<file path="src/rtl/sbs_pkg.sv">
package sbs_pkg;

    localparam int BYTE_BITS = 8;
    localparam int CNT_W     = $clog2(BYTE_BITS + 1);
    localparam logic [CNT_W-1:0] ACK_SLOT = CNT_W'(BYTE_BITS);
    localparam logic [3:0] ADDR_FIXED = 4'b1001;

    typedef enum logic [2:0] {
        PH_IDLE,
        PH_ADDR,
        PH_PTR,
        PH_WR,
        PH_RD
    } phase_t;

    typedef enum logic [1:0] {
        REG_TEMP = 2'd0,
        REG_CFG  = 2'd1,
        REG_HYST = 2'd2,
        REG_OVER = 2'd3
    } regsel_t;

    typedef struct packed {
        logic        en;
        regsel_t     sel;
        logic [15:0] data;
    } wr_req_t;

    function automatic logic is_wide(regsel_t r);
        return r != REG_CFG;
    endfunction

endpackage

</file>
<file path="src/rtl/sbs_line_sync.sv">
module sbs_line_sync #(
    parameter int STAGES = 2
) (
    input  logic clk,
    input  logic rst,
    input  logic scl_raw,
    input  logic sda_raw,
    output logic sda_lvl,
    output logic scl_rise,
    output logic scl_fall,
    output logic start_det,
    output logic stop_det
);
    logic [STAGES-1:0] scl_sh, sda_sh;
    logic scl_prev, sda_prev, scl_lvl;

    always_ff @(posedge clk) begin
        if (rst) begin
            scl_sh   <= '1;
            sda_sh   <= '1;
            scl_prev <= 1'b1;
            sda_prev <= 1'b1;
        end else begin
            scl_sh   <= {scl_sh[STAGES-2:0], scl_raw};
            sda_sh   <= {sda_sh[STAGES-2:0], sda_raw};
            scl_prev <= scl_lvl;
            sda_prev <= sda_lvl;
        end
    end

    assign scl_lvl   = scl_sh[STAGES-1];
    assign sda_lvl   = sda_sh[STAGES-1];
    assign scl_rise  = scl_lvl & ~scl_prev;
    assign scl_fall  = ~scl_lvl & scl_prev;
    assign start_det = scl_lvl & scl_prev & sda_prev & ~sda_lvl;
    assign stop_det  = scl_lvl & scl_prev & ~sda_prev & sda_lvl;

endmodule

</file>
<file path="src/rtl/sbs_regbank.sv">
module sbs_regbank
    import sbs_pkg::*;
#(
    parameter logic [7:0]  CFG_RESET  = 8'h00,
    parameter logic [15:0] HYST_RESET = 16'h4B00,
    parameter logic [15:0] OVER_RESET = 16'h5000
) (
    input  logic        clk,
    input  logic        rst,
    input  wr_req_t     wr,
    input  regsel_t     rd_sel,
    input  logic [15:0] temp_in,
    output logic [15:0] rd_data
);
    logic [7:0]  cfg_q;
    logic [15:0] hyst_q, over_q;

    always_ff @(posedge clk) begin
        if (rst) begin
            cfg_q  <= CFG_RESET;
            hyst_q <= HYST_RESET;
            over_q <= OVER_RESET;
        end else if (wr.en) begin
            case (wr.sel)
                REG_CFG:  cfg_q  <= wr.data[7:0];
                REG_HYST: hyst_q <= wr.data;
                REG_OVER: over_q <= wr.data;
                default:  ;
            endcase
        end
    end

    always_comb begin
        case (rd_sel)
            REG_TEMP: rd_data = temp_in;
            REG_CFG:  rd_data = {cfg_q, 8'h00};
            REG_HYST: rd_data = hyst_q;
            default:  rd_data = over_q;
        endcase
    end

    // a write aimed at the temperature slot leaves every stored register alone
    a_r6_temp_write_dropped: assert property (@(posedge clk) disable iff (rst)
        (wr.en && wr.sel == REG_TEMP) |=> ($stable(cfg_q) && $stable(hyst_q) && $stable(over_q)));

    // a committed 16-bit write lands in full
    a_r5_wide_commit: assert property (@(posedge clk) disable iff (rst)
        (wr.en && wr.sel == REG_HYST) |=> (hyst_q == $past(wr.data)));

endmodule

</file>
<file path="src/rtl/sensor_bus_slave.sv">
module sensor_bus_slave
    import sbs_pkg::*;
#(
    parameter int          SYNC_STAGES = 2,
    parameter logic [7:0]  CFG_RESET   = 8'h00,
    parameter logic [15:0] HYST_RESET  = 16'h4B00,
    parameter logic [15:0] OVER_RESET  = 16'h5000
) (
    input  logic        clk,
    input  logic        rst,
    input  logic        scl_in,
    input  logic        sda_in,
    input  logic [2:0]  addr_strap,
    input  logic [15:0] temp_value,
    output logic        sda_oe
);
    localparam int IDX_W = $clog2(BYTE_BITS);

    logic sda_lvl, scl_rise, scl_fall, start_det, stop_det;

    sbs_line_sync #(.STAGES(SYNC_STAGES)) u_sync (
        .clk(clk), .rst(rst), .scl_raw(scl_in), .sda_raw(sda_in),
        .sda_lvl(sda_lvl), .scl_rise(scl_rise), .scl_fall(scl_fall),
        .start_det(start_det), .stop_det(stop_det)
    );

    phase_t          phase;
    logic [CNT_W-1:0] cnt;
    logic [7:0]      shreg, hold;
    regsel_t         ptr;
    logic            widx, ridx;
    logic [15:0]     snap, rd_data;
    wr_req_t         wr;

    sbs_regbank #(.CFG_RESET(CFG_RESET), .HYST_RESET(HYST_RESET), .OVER_RESET(OVER_RESET)) u_bank (
        .clk(clk), .rst(rst), .wr(wr), .rd_sel(ptr), .temp_in(temp_value), .rd_data(rd_data)
    );

    logic            addr_hit, ptr_ok, ack_now, tx_bit;
    logic [7:0]      tx_byte;
    logic [IDX_W-1:0] bit_idx;

    assign addr_hit = (shreg[7:1] == {ADDR_FIXED, addr_strap});
    assign ptr_ok   = (shreg[7:2] == 6'd0);
    assign tx_byte  = ridx ? snap[7:0] : snap[15:8];
    assign bit_idx  = IDX_W'(BYTE_BITS - 1) - cnt[IDX_W-1:0];
    assign tx_bit   = tx_byte[bit_idx];

    always_comb begin
        case (phase)
            PH_ADDR: ack_now = addr_hit;
            PH_PTR:  ack_now = ptr_ok;
            PH_WR:   ack_now = 1'b1;
            default: ack_now = 1'b0;
        endcase
    end

    always_ff @(posedge clk) begin
        if (rst) begin
            phase  <= PH_IDLE;
            cnt    <= '0;
            shreg  <= '0;
            hold   <= '0;
            ptr    <= REG_TEMP;
            widx   <= 1'b0;
            ridx   <= 1'b0;
            snap   <= '0;
            sda_oe <= 1'b0;
            wr     <= '0;
        end else begin
            wr.en <= 1'b0;
            if (start_det) begin
                phase  <= PH_ADDR;
                cnt    <= '0;
                widx   <= 1'b0;
                ridx   <= 1'b0;
                sda_oe <= 1'b0;
            end else if (stop_det) begin
                phase  <= PH_IDLE;
                cnt    <= '0;
                sda_oe <= 1'b0;
            end else if (phase != PH_IDLE) begin
                if (scl_rise) begin
                    if (cnt != ACK_SLOT) begin
                        shreg <= {shreg[6:0], sda_lvl};
                        cnt   <= cnt + 1'b1;
                    end else begin
                        cnt <= '0;
                        case (phase)
                            PH_ADDR: begin
                                if (!addr_hit) phase <= PH_IDLE;
                                else if (shreg[0]) begin
                                    phase <= PH_RD;
                                    snap  <= rd_data;
                                    ridx  <= 1'b0;
                                end else phase <= PH_PTR;
                            end
                            PH_PTR: begin
                                if (ptr_ok) begin
                                    ptr   <= regsel_t'(shreg[1:0]);
                                    phase <= PH_WR;
                                end else phase <= PH_IDLE;
                            end
                            PH_WR: begin
                                if (!widx && is_wide(ptr)) begin
                                    hold <= shreg;
                                    widx <= 1'b1;
                                end else begin
                                    wr.en   <= 1'b1;
                                    wr.sel  <= ptr;
                                    wr.data <= widx ? {hold, shreg} : {8'h00, shreg};
                                    widx    <= 1'b0;
                                end
                            end
                            PH_RD: begin
                                if (sda_lvl) phase <= PH_IDLE;
                                else if (is_wide(ptr)) ridx <= ~ridx;
                            end
                            default: ;
                        endcase
                    end
                end else if (scl_fall) begin
                    if (phase == PH_RD) sda_oe <= (cnt == ACK_SLOT) ? 1'b0 : ~tx_bit;
                    else                sda_oe <= (cnt == ACK_SLOT) && ack_now;
                end
            end
        end
    end

    // the pull-down moves only after a clock fall, start or stop
    a_r8_oe_on_fall: assert property (@(posedge clk) disable iff (rst)
        !$stable(sda_oe) |-> $past(scl_fall || start_det || stop_det));

    // a stop leaves the line released
    a_r8_stop_release: assert property (@(posedge clk) disable iff (rst)
        stop_det |=> !sda_oe);

    // any start puts the slave back at the first address bit
    a_r7_start_to_addr: assert property (@(posedge clk) disable iff (rst)
        start_det |=> (phase == PH_ADDR && cnt == '0 && !sda_oe));

    // the pointer changes only when an acceptable pointer byte completes
    a_r2_ptr_guard: assert property (@(posedge clk) disable iff (rst)
        !$stable(ptr) |-> $past(phase == PH_PTR && scl_rise && cnt == ACK_SLOT && shreg[7:2] == 6'd0));

    // a master not-acknowledge ends the read
    a_r4_nack_ends_read: assert property (@(posedge clk) disable iff (rst)
        (phase == PH_RD && scl_rise && cnt == ACK_SLOT && sda_lvl && !start_det && !stop_det)
        |=> (phase == PH_IDLE));

endmodule

</file>
<file path="config.mk">
export PLATFORM = sky130hd
export DESIGN_NAME = sensor_bus_slave
export DESIGN_NICKNAME = d
export VERILOG_FILES = /design/src/rtl/sbs_pkg.sv /design/src/rtl/sbs_line_sync.sv /design/src/rtl/sbs_regbank.sv /design/src/rtl/sensor_bus_slave.sv
export SDC_FILE = /design/constraint.sdc
export NUM_CORES = 1
export LEC_CHECK = 0
export BUFFER_PORTS_ARGS = -buffer_cell sky130_fd_sc_hd__buf_2
export CAP_MARGIN = 30
export CORE_MARGIN = 3
export CORE_UTILIZATION = 55
export DETAILED_ROUTE_END_ITERATION = 12
export PLACE_DENSITY = 0.77
export SLEW_MARGIN = 5
export SYNTH_ARGS = -nofsm -noshare
export SYNTH_HDL_FRONTEND = slang
export SYNTH_HIERARCHICAL = 1
export SYNTH_SLANG_ARGS = --single-unit
export TNS_END_PERCENT = 30
</file>
<file path="constraint.sdc">
create_clock -name clk -period 2 [get_ports clk]
set_input_delay 0.4 -clock clk [delete_from_list [all_inputs] [get_ports clk]]
set_output_delay 0.4 -clock clk [all_outputs]
set_load 0.05 [all_outputs]
</file>
---- After elaboration in Yosys (flattened, before gate mapping) ----
Cells that the tools add are included.
word-level totals
  register bits ........................... 109
  bits of input ports ..................... 23
  memories ................................ 0
  output and inout port bits .............. 1
  latch bits .............................. 0
  word-level logic and storage cells ...... 117
  memory bits (writable) .................. 0
  memory bits (read-only) ................. 0
operators by class
  magnitude comparators ................... 1
  bitwise logic cells ..................... 20
  add/subtract/negate cells ............... 2
  divide/modulo/power cells ............... 0
  equal/unequal tests ..................... 20
  reduce and logical (&&, ||, !) cells .... 28
  multiplexer cells ....................... 26
  multipliers ............................. 0
  shift-type cells ........................ 0
operator list
  operator                                              count
  case mux 16 bit (3 select lines)                      1
  AND reduction 7 bit                                   3
  AND reduction 5 bit                                   4
  two-way mux 19 bit                                    1
  two-way mux 16 bit                                    1
  two-way mux 1 bit                                     13
  inverter 1 bit                                        13
  nonzero test 3 bit                                    4
  two-way mux 3 bit                                     3
  case mux 3 bit (3 select lines)                       1
  AND reduction 9 bit                                   1
  two-way mux 8 bit                                     1
  inequality test 2 bit (second input constant)         4
  AND reduction 2 bit                                   4
  AND reduction 8 bit                                   1
  bitwise AND 1 bit                                     7
  equality test 7 bit                                   1
  OR reduction 7 bit                                    1
  equality test 2 bit (second input constant)           3
  equality test 3 x 2 -> 1 bit (second input constant)  2
  zero test 6 bit                                       1
  nonzero test 5 bit                                    1
  adder 4 x 1 -> 4 bit (second input constant)          1
  equality test 2 x 1 -> 1 bit (second input constant)  2
  other kinds (21)                                      23

---- Depth between registers and ports, before layout ----
  depth in word-level cells ............... 8
  gate-level depth with buffers ........... 10
  gate-level depth less buffers ........... 7

---- Cells and area by module ----
Netlist, hierarchy kept.
by module, submodules not included
  module            sequential area each (um2)  times used  cells each  area each (um2)
  sensor_bus_slave  1,261.2                     1           303         2,896.5
  sbs_regbank       800.8                       1           184         2,064.5
  sbs_line_sync     120.1                       1           16          190.2

---- Least setup slack after synthesis ----
No wires, ideal clock.
  kind .................................... flip-flop to flip-flop
  start ................................... register cnt[1]
  end ..................................... register wr[16] (netlist name)
  cell stages (with the launch flop) ...... 11
  clock period less this slack ............ 2.153 ns
  data arrival time ....................... 2.026 ns
  path slack .............................. -0.153 ns
  data required time ...................... 1.872 ns
  buffers on the path ..................... 3
  setup time .............................. 0.128 ns
  cells stage by stage .................... dfxtp_1 -> clkbuf_1 -> inv_1 -> ha_1 -> nand3b_4 -> or3_4 -> nor4_2 -> buf_4 -> buf_8 -> mux2i_1 -> nor2_1
on the way
  word-level cells in the longest chain between the ends .. 3
ends and longest elaborated chain
  element                               RTL line                source
  from (decl)                           sensor_bus_slave.sv:28  logic [CNT_W-1:0] cnt;
  from (signal assigned)                sensor_bus_slave.sv:86  cnt <= cnt + 1'b1;
  inequality test 4 bit                 sensor_bus_slave.sv:84  if (cnt != ACK_SLOT) begin
  inverter 1 bit (no source line)       -
  AND reduction 7 bit (no source line)  -
Every way passes these cells.
A chain may end at the register's enable or synchronous reset.

---- Final worst setup path ----
  start ................................... register cnt[0]
  end ..................................... register wr[1] (netlist name)
on the way
  word-level cells in the longest chain between the ends .. 3
ends and longest elaborated chain
  element                               RTL line
  inequality test 4 bit                 sensor_bus_slave.sv:84
  inverter 1 bit (no source line)       -
  AND reduction 7 bit (no source line)  -
Every way passes these cells.

==> summary.md <==
| Metric | Value |
|---|---|
| CP arrival | `around 2.3 ns` |
| Mapped Nets | `between 500 and 600` |
| Port Buf Inserts | `23` |
| Routed via count | `3,708` |
| Ant diodes | `0` |
| Final hold vios | `0` |
| CP required | `2.23 ns` |
| Largest area contributor in the netlist | `dfxtp_1` |
| Failing checks | `setup timing` |
| RSZ-0062 raised after global routing | `yes` |
| Async set-reset flop share out of synthesis | `0%` |
| # fillers | `680` |
| Remaining antenna violation count | `0` |
| CP Capture Type | `flop` |
| Worst-Margin Slew | `0.5888 ns` |
| Final setup viols | `1` |
| Clk buf depth | `2` |
| Post-synth top cells | `dfxtp_1, mux2i_1, nor2_1` |
| Hold path cells | `2` |
| Post-Syn Area per Cell | `about 10 sq um` |
| VDD IR-drop max | `376.4 uV` |
| Synth top area share | `42.36%` |
| Worst R2R Path Depth | `9` |
| Crit Path Max Fanout | `5` |
| Top FF cell, synth | `dfxtp_1` |
| Final WS setup | `-0.04719 ns` |
| GRT Overall Usage | `21.56%` |
| Number of enable flip-flop cells after synthesis | `0` |
| Die ar. | `0.01056 sq mm` |
| Relative slew slack | `60.63%` |
| Sink Count | `109` |
| Fmax | `488.5 MHz` |
| Core area | `0.008891 sq mm` |
| Initial antenna violation count | `0` |
| FF+latch count, synth | `roughly 110` |
| Top cells by area, synth | `dfxtp_1, mux2i_1, nand2b_1` |
| Fin crit period | `2.047 ns` |
| MaxCap Viol Count | `0` |
| Die Ht | `102.8 um` |
| Post-CTS Hold Buffers | `0` |
| Total routed wirelength | `11,100 um` |
| Hold EP | `u_sync/scl_sh[0]` |
| Vias in the first global route | `roughly 3.5k` |
| Outcome | `complete, but fails checks` |
| Gate Count Post-Synth | `503` |
| Crit Reg-Reg Endpoint | `wr[1]` |
| First DRT Iteration DRCs | `157` |
| Layout cell share with drive strength beyond 1 | `20.11%` |
| Pins Over Slew Limit | `0` |
| Largest net degree at the start of global routing | `~120` |
| Clock Root Buffer | `clkbuf_8` |
| Total congestion overflow | `0` |
| Hold Crit Class | `in -> reg` |
| Register area share after synthesis | `42.36%` |
| TritonCTS clock tree | `built` |
| Setup_tns | `-0.04719 ns` |
| Row cnt | `34` |
| Most numerous cell in the Yosys netlist | `dfxtp_1` |
| Wire length of the first global-routing pass | `17,620 um` |
| Num CTS Buffers | `9` |
| First-pass iteration count of the detailed router | `5` |
| Detailed placement HPWL | `7607 um` |
| Vias per cell | `5.749` |
| Crit Path Class | `reg -> reg` |
| DRC violations left | `0` |
| CTS clock-pin slew for the worst setup and hold paths | `0.11 ns` |
| Critical R2R Launch | `cnt[0]` |
| # nets final | `557` |
| Top Ports | `24` |
| Worst skew pair latency | `0.36 ns` |
| Power per cell area | `657.8 mW/mm^2` |
| Max Clock Skew | `0.009620 ns` |
| Area growth syn-to-layout | `12.53%` |
| Crit start category | `flop` |
| Hold wc startpoint | `scl_in` |
| Die Width | `102.8 um` |
| Placer Congestion | `0.8353` |
| Sequential cell area | `0.002191 sq mm` |
| Cell Area, Synth | `0.005151 sq mm` |
| Initial Utilization | `between 50% and 60%` |
| Flop-to-flop setup slack | `-0.05 ns` |
| H-tree levels | `3` |
| Area of the multi-input gates | `between 0.002 and 0.003 sq mm` |
| Post-DR wirelength/cell | `~17 um` |
| Final worst-path cycle share | `102.4%` |
| Pre-CTS setup slack | `-0.01660 ns` |
| Yosys warnings | `6` |
| Yosys cell types | `55` |
| P_leak | `between 2 and 2.5 nW` |
[cells in the final DEF (no fill, tap or decap), drive strengths merged, types with 3 or more instances in the layout]
cell	instances
nor4	7
or3	4
nand3	14
nor2b	4
a21oi	13
dfxtp	109
inv	9
nand2	17
buf	54
a22o	8
mux2	8
nand2b	49
mux2i	87
or2	6
nor2	66
nand3b	6
nor3	10
clkbuf	12
mux4	11
o21ai	4
nand4	3
xor2	5
[how the worst max path moves through the flow]
stage                                 from      to  slack, ns
after global placement    u_sync/sda_sh[1]  sda_oe       0.02
after global routing                cnt[1]   wr[1]      -0.14
after detailed placement  u_sync/scl_sh[1]  wr[10]      -0.02
after floorplan           u_sync/sda_sh[1]  sda_oe      -0.03
final                               cnt[0]   wr[1]      -0.05
after CTS                 u_sync/sda_sh[1]  sda_oe      -0.02
[repair_timing]
item,4_1_cts,5_1_grt
resized for setup,1,12
endpoints found under the setup margin,8,34
gates cloned,0,2
pin swaps,0,8
setup buffers,0,2
[cell families (layout without fill, tap and decap cells)]
group	after synthesis	after routing	share of synthesized area, %
AO/OA/AOI/OAI	39	39	5.246
XOR/XNOR	5	5	0.8501
adder cells (fa/ha/maj)	2	2	0.4857
buffers and inverters	45	79	5.489
flip-flops	109	109	42.36
multiplexers	106	106	24.19
AND/OR/NAND/NOR	197	197	21.38
[final cells by class]
class,instances,share of cell area (%)
multi-input combinational,349,47.81
timing repair buffer,56,7.511
tap,108,2.331
sequential,109,37.79
inverter,7,0.5396
clock inverter,6,1.813
clock buffer,10,2.202
[critical path: stages, from the launching register on]
cell and delay, ns:
dfxtp_2 0.35, inv_4 0.05, ha_4 0.15, nand3b_4 0.08, or3_4 0.41, nor4_4 0.25
buf_4 0.20, buf_12 0.14, mux2i_4 0.23, nor2_1 0.06
[sequential cells by signal, indices dropped and copies added, names as in the netlist]
register	flops
sda_oe	1
hold	8
u_sync/scl_sh	2
snap	16
ptr	2
ridx	1
phase	3
shreg	8
u_bank/cfg_q	8
u_sync/sda_sh	2
u_bank/hyst_q	16
u_sync/scl_prev	1
widx	1
cnt	4
u_bank/over_q	16
u_sync/sda_prev	1
wr	19
[per-stage QoR]
stage                     hold slack, ns  total power, mW  cell area (sq um)  std cells  util (%)
after floorplan                   0.3832            2.324               5182        503         -
after global placement            0.3871            2.368               5436        625     61.15
after detailed placement          0.3914            2.371               5436        625     61.15
after CTS                         0.1901            3.848               5673        641     63.81
after global routing              0.1911            3.940               5797        645     65.20
final                             0.2064            3.813               5797        645     65.20
[routing by layer]
layer  vias up  GRT usage [%]  routed length [um]  share of wire, %
li1       1833              -                   -                 -
met2        75          36.05                5621                51
met3        17          4.263                 401               3.6
met1      1783          28.36                4929                44
met5         -              0                   0                 0
met4         0          6.574                 150               1.4
[power by group]
group | leakage (nW) | total (mW) | internal, mW | switching (mW)
clock network | 0.116 | 1.49 | 0.732 | 0.759
registers | 0.880 | 2.18 | 2.17 | 0.00444
logic | 1.32 | 0.144 | 0.0682 | 0.0754
total | 2.32 | 3.81 | 2.97 | 0.838
(Power assumes the default switching activity.)
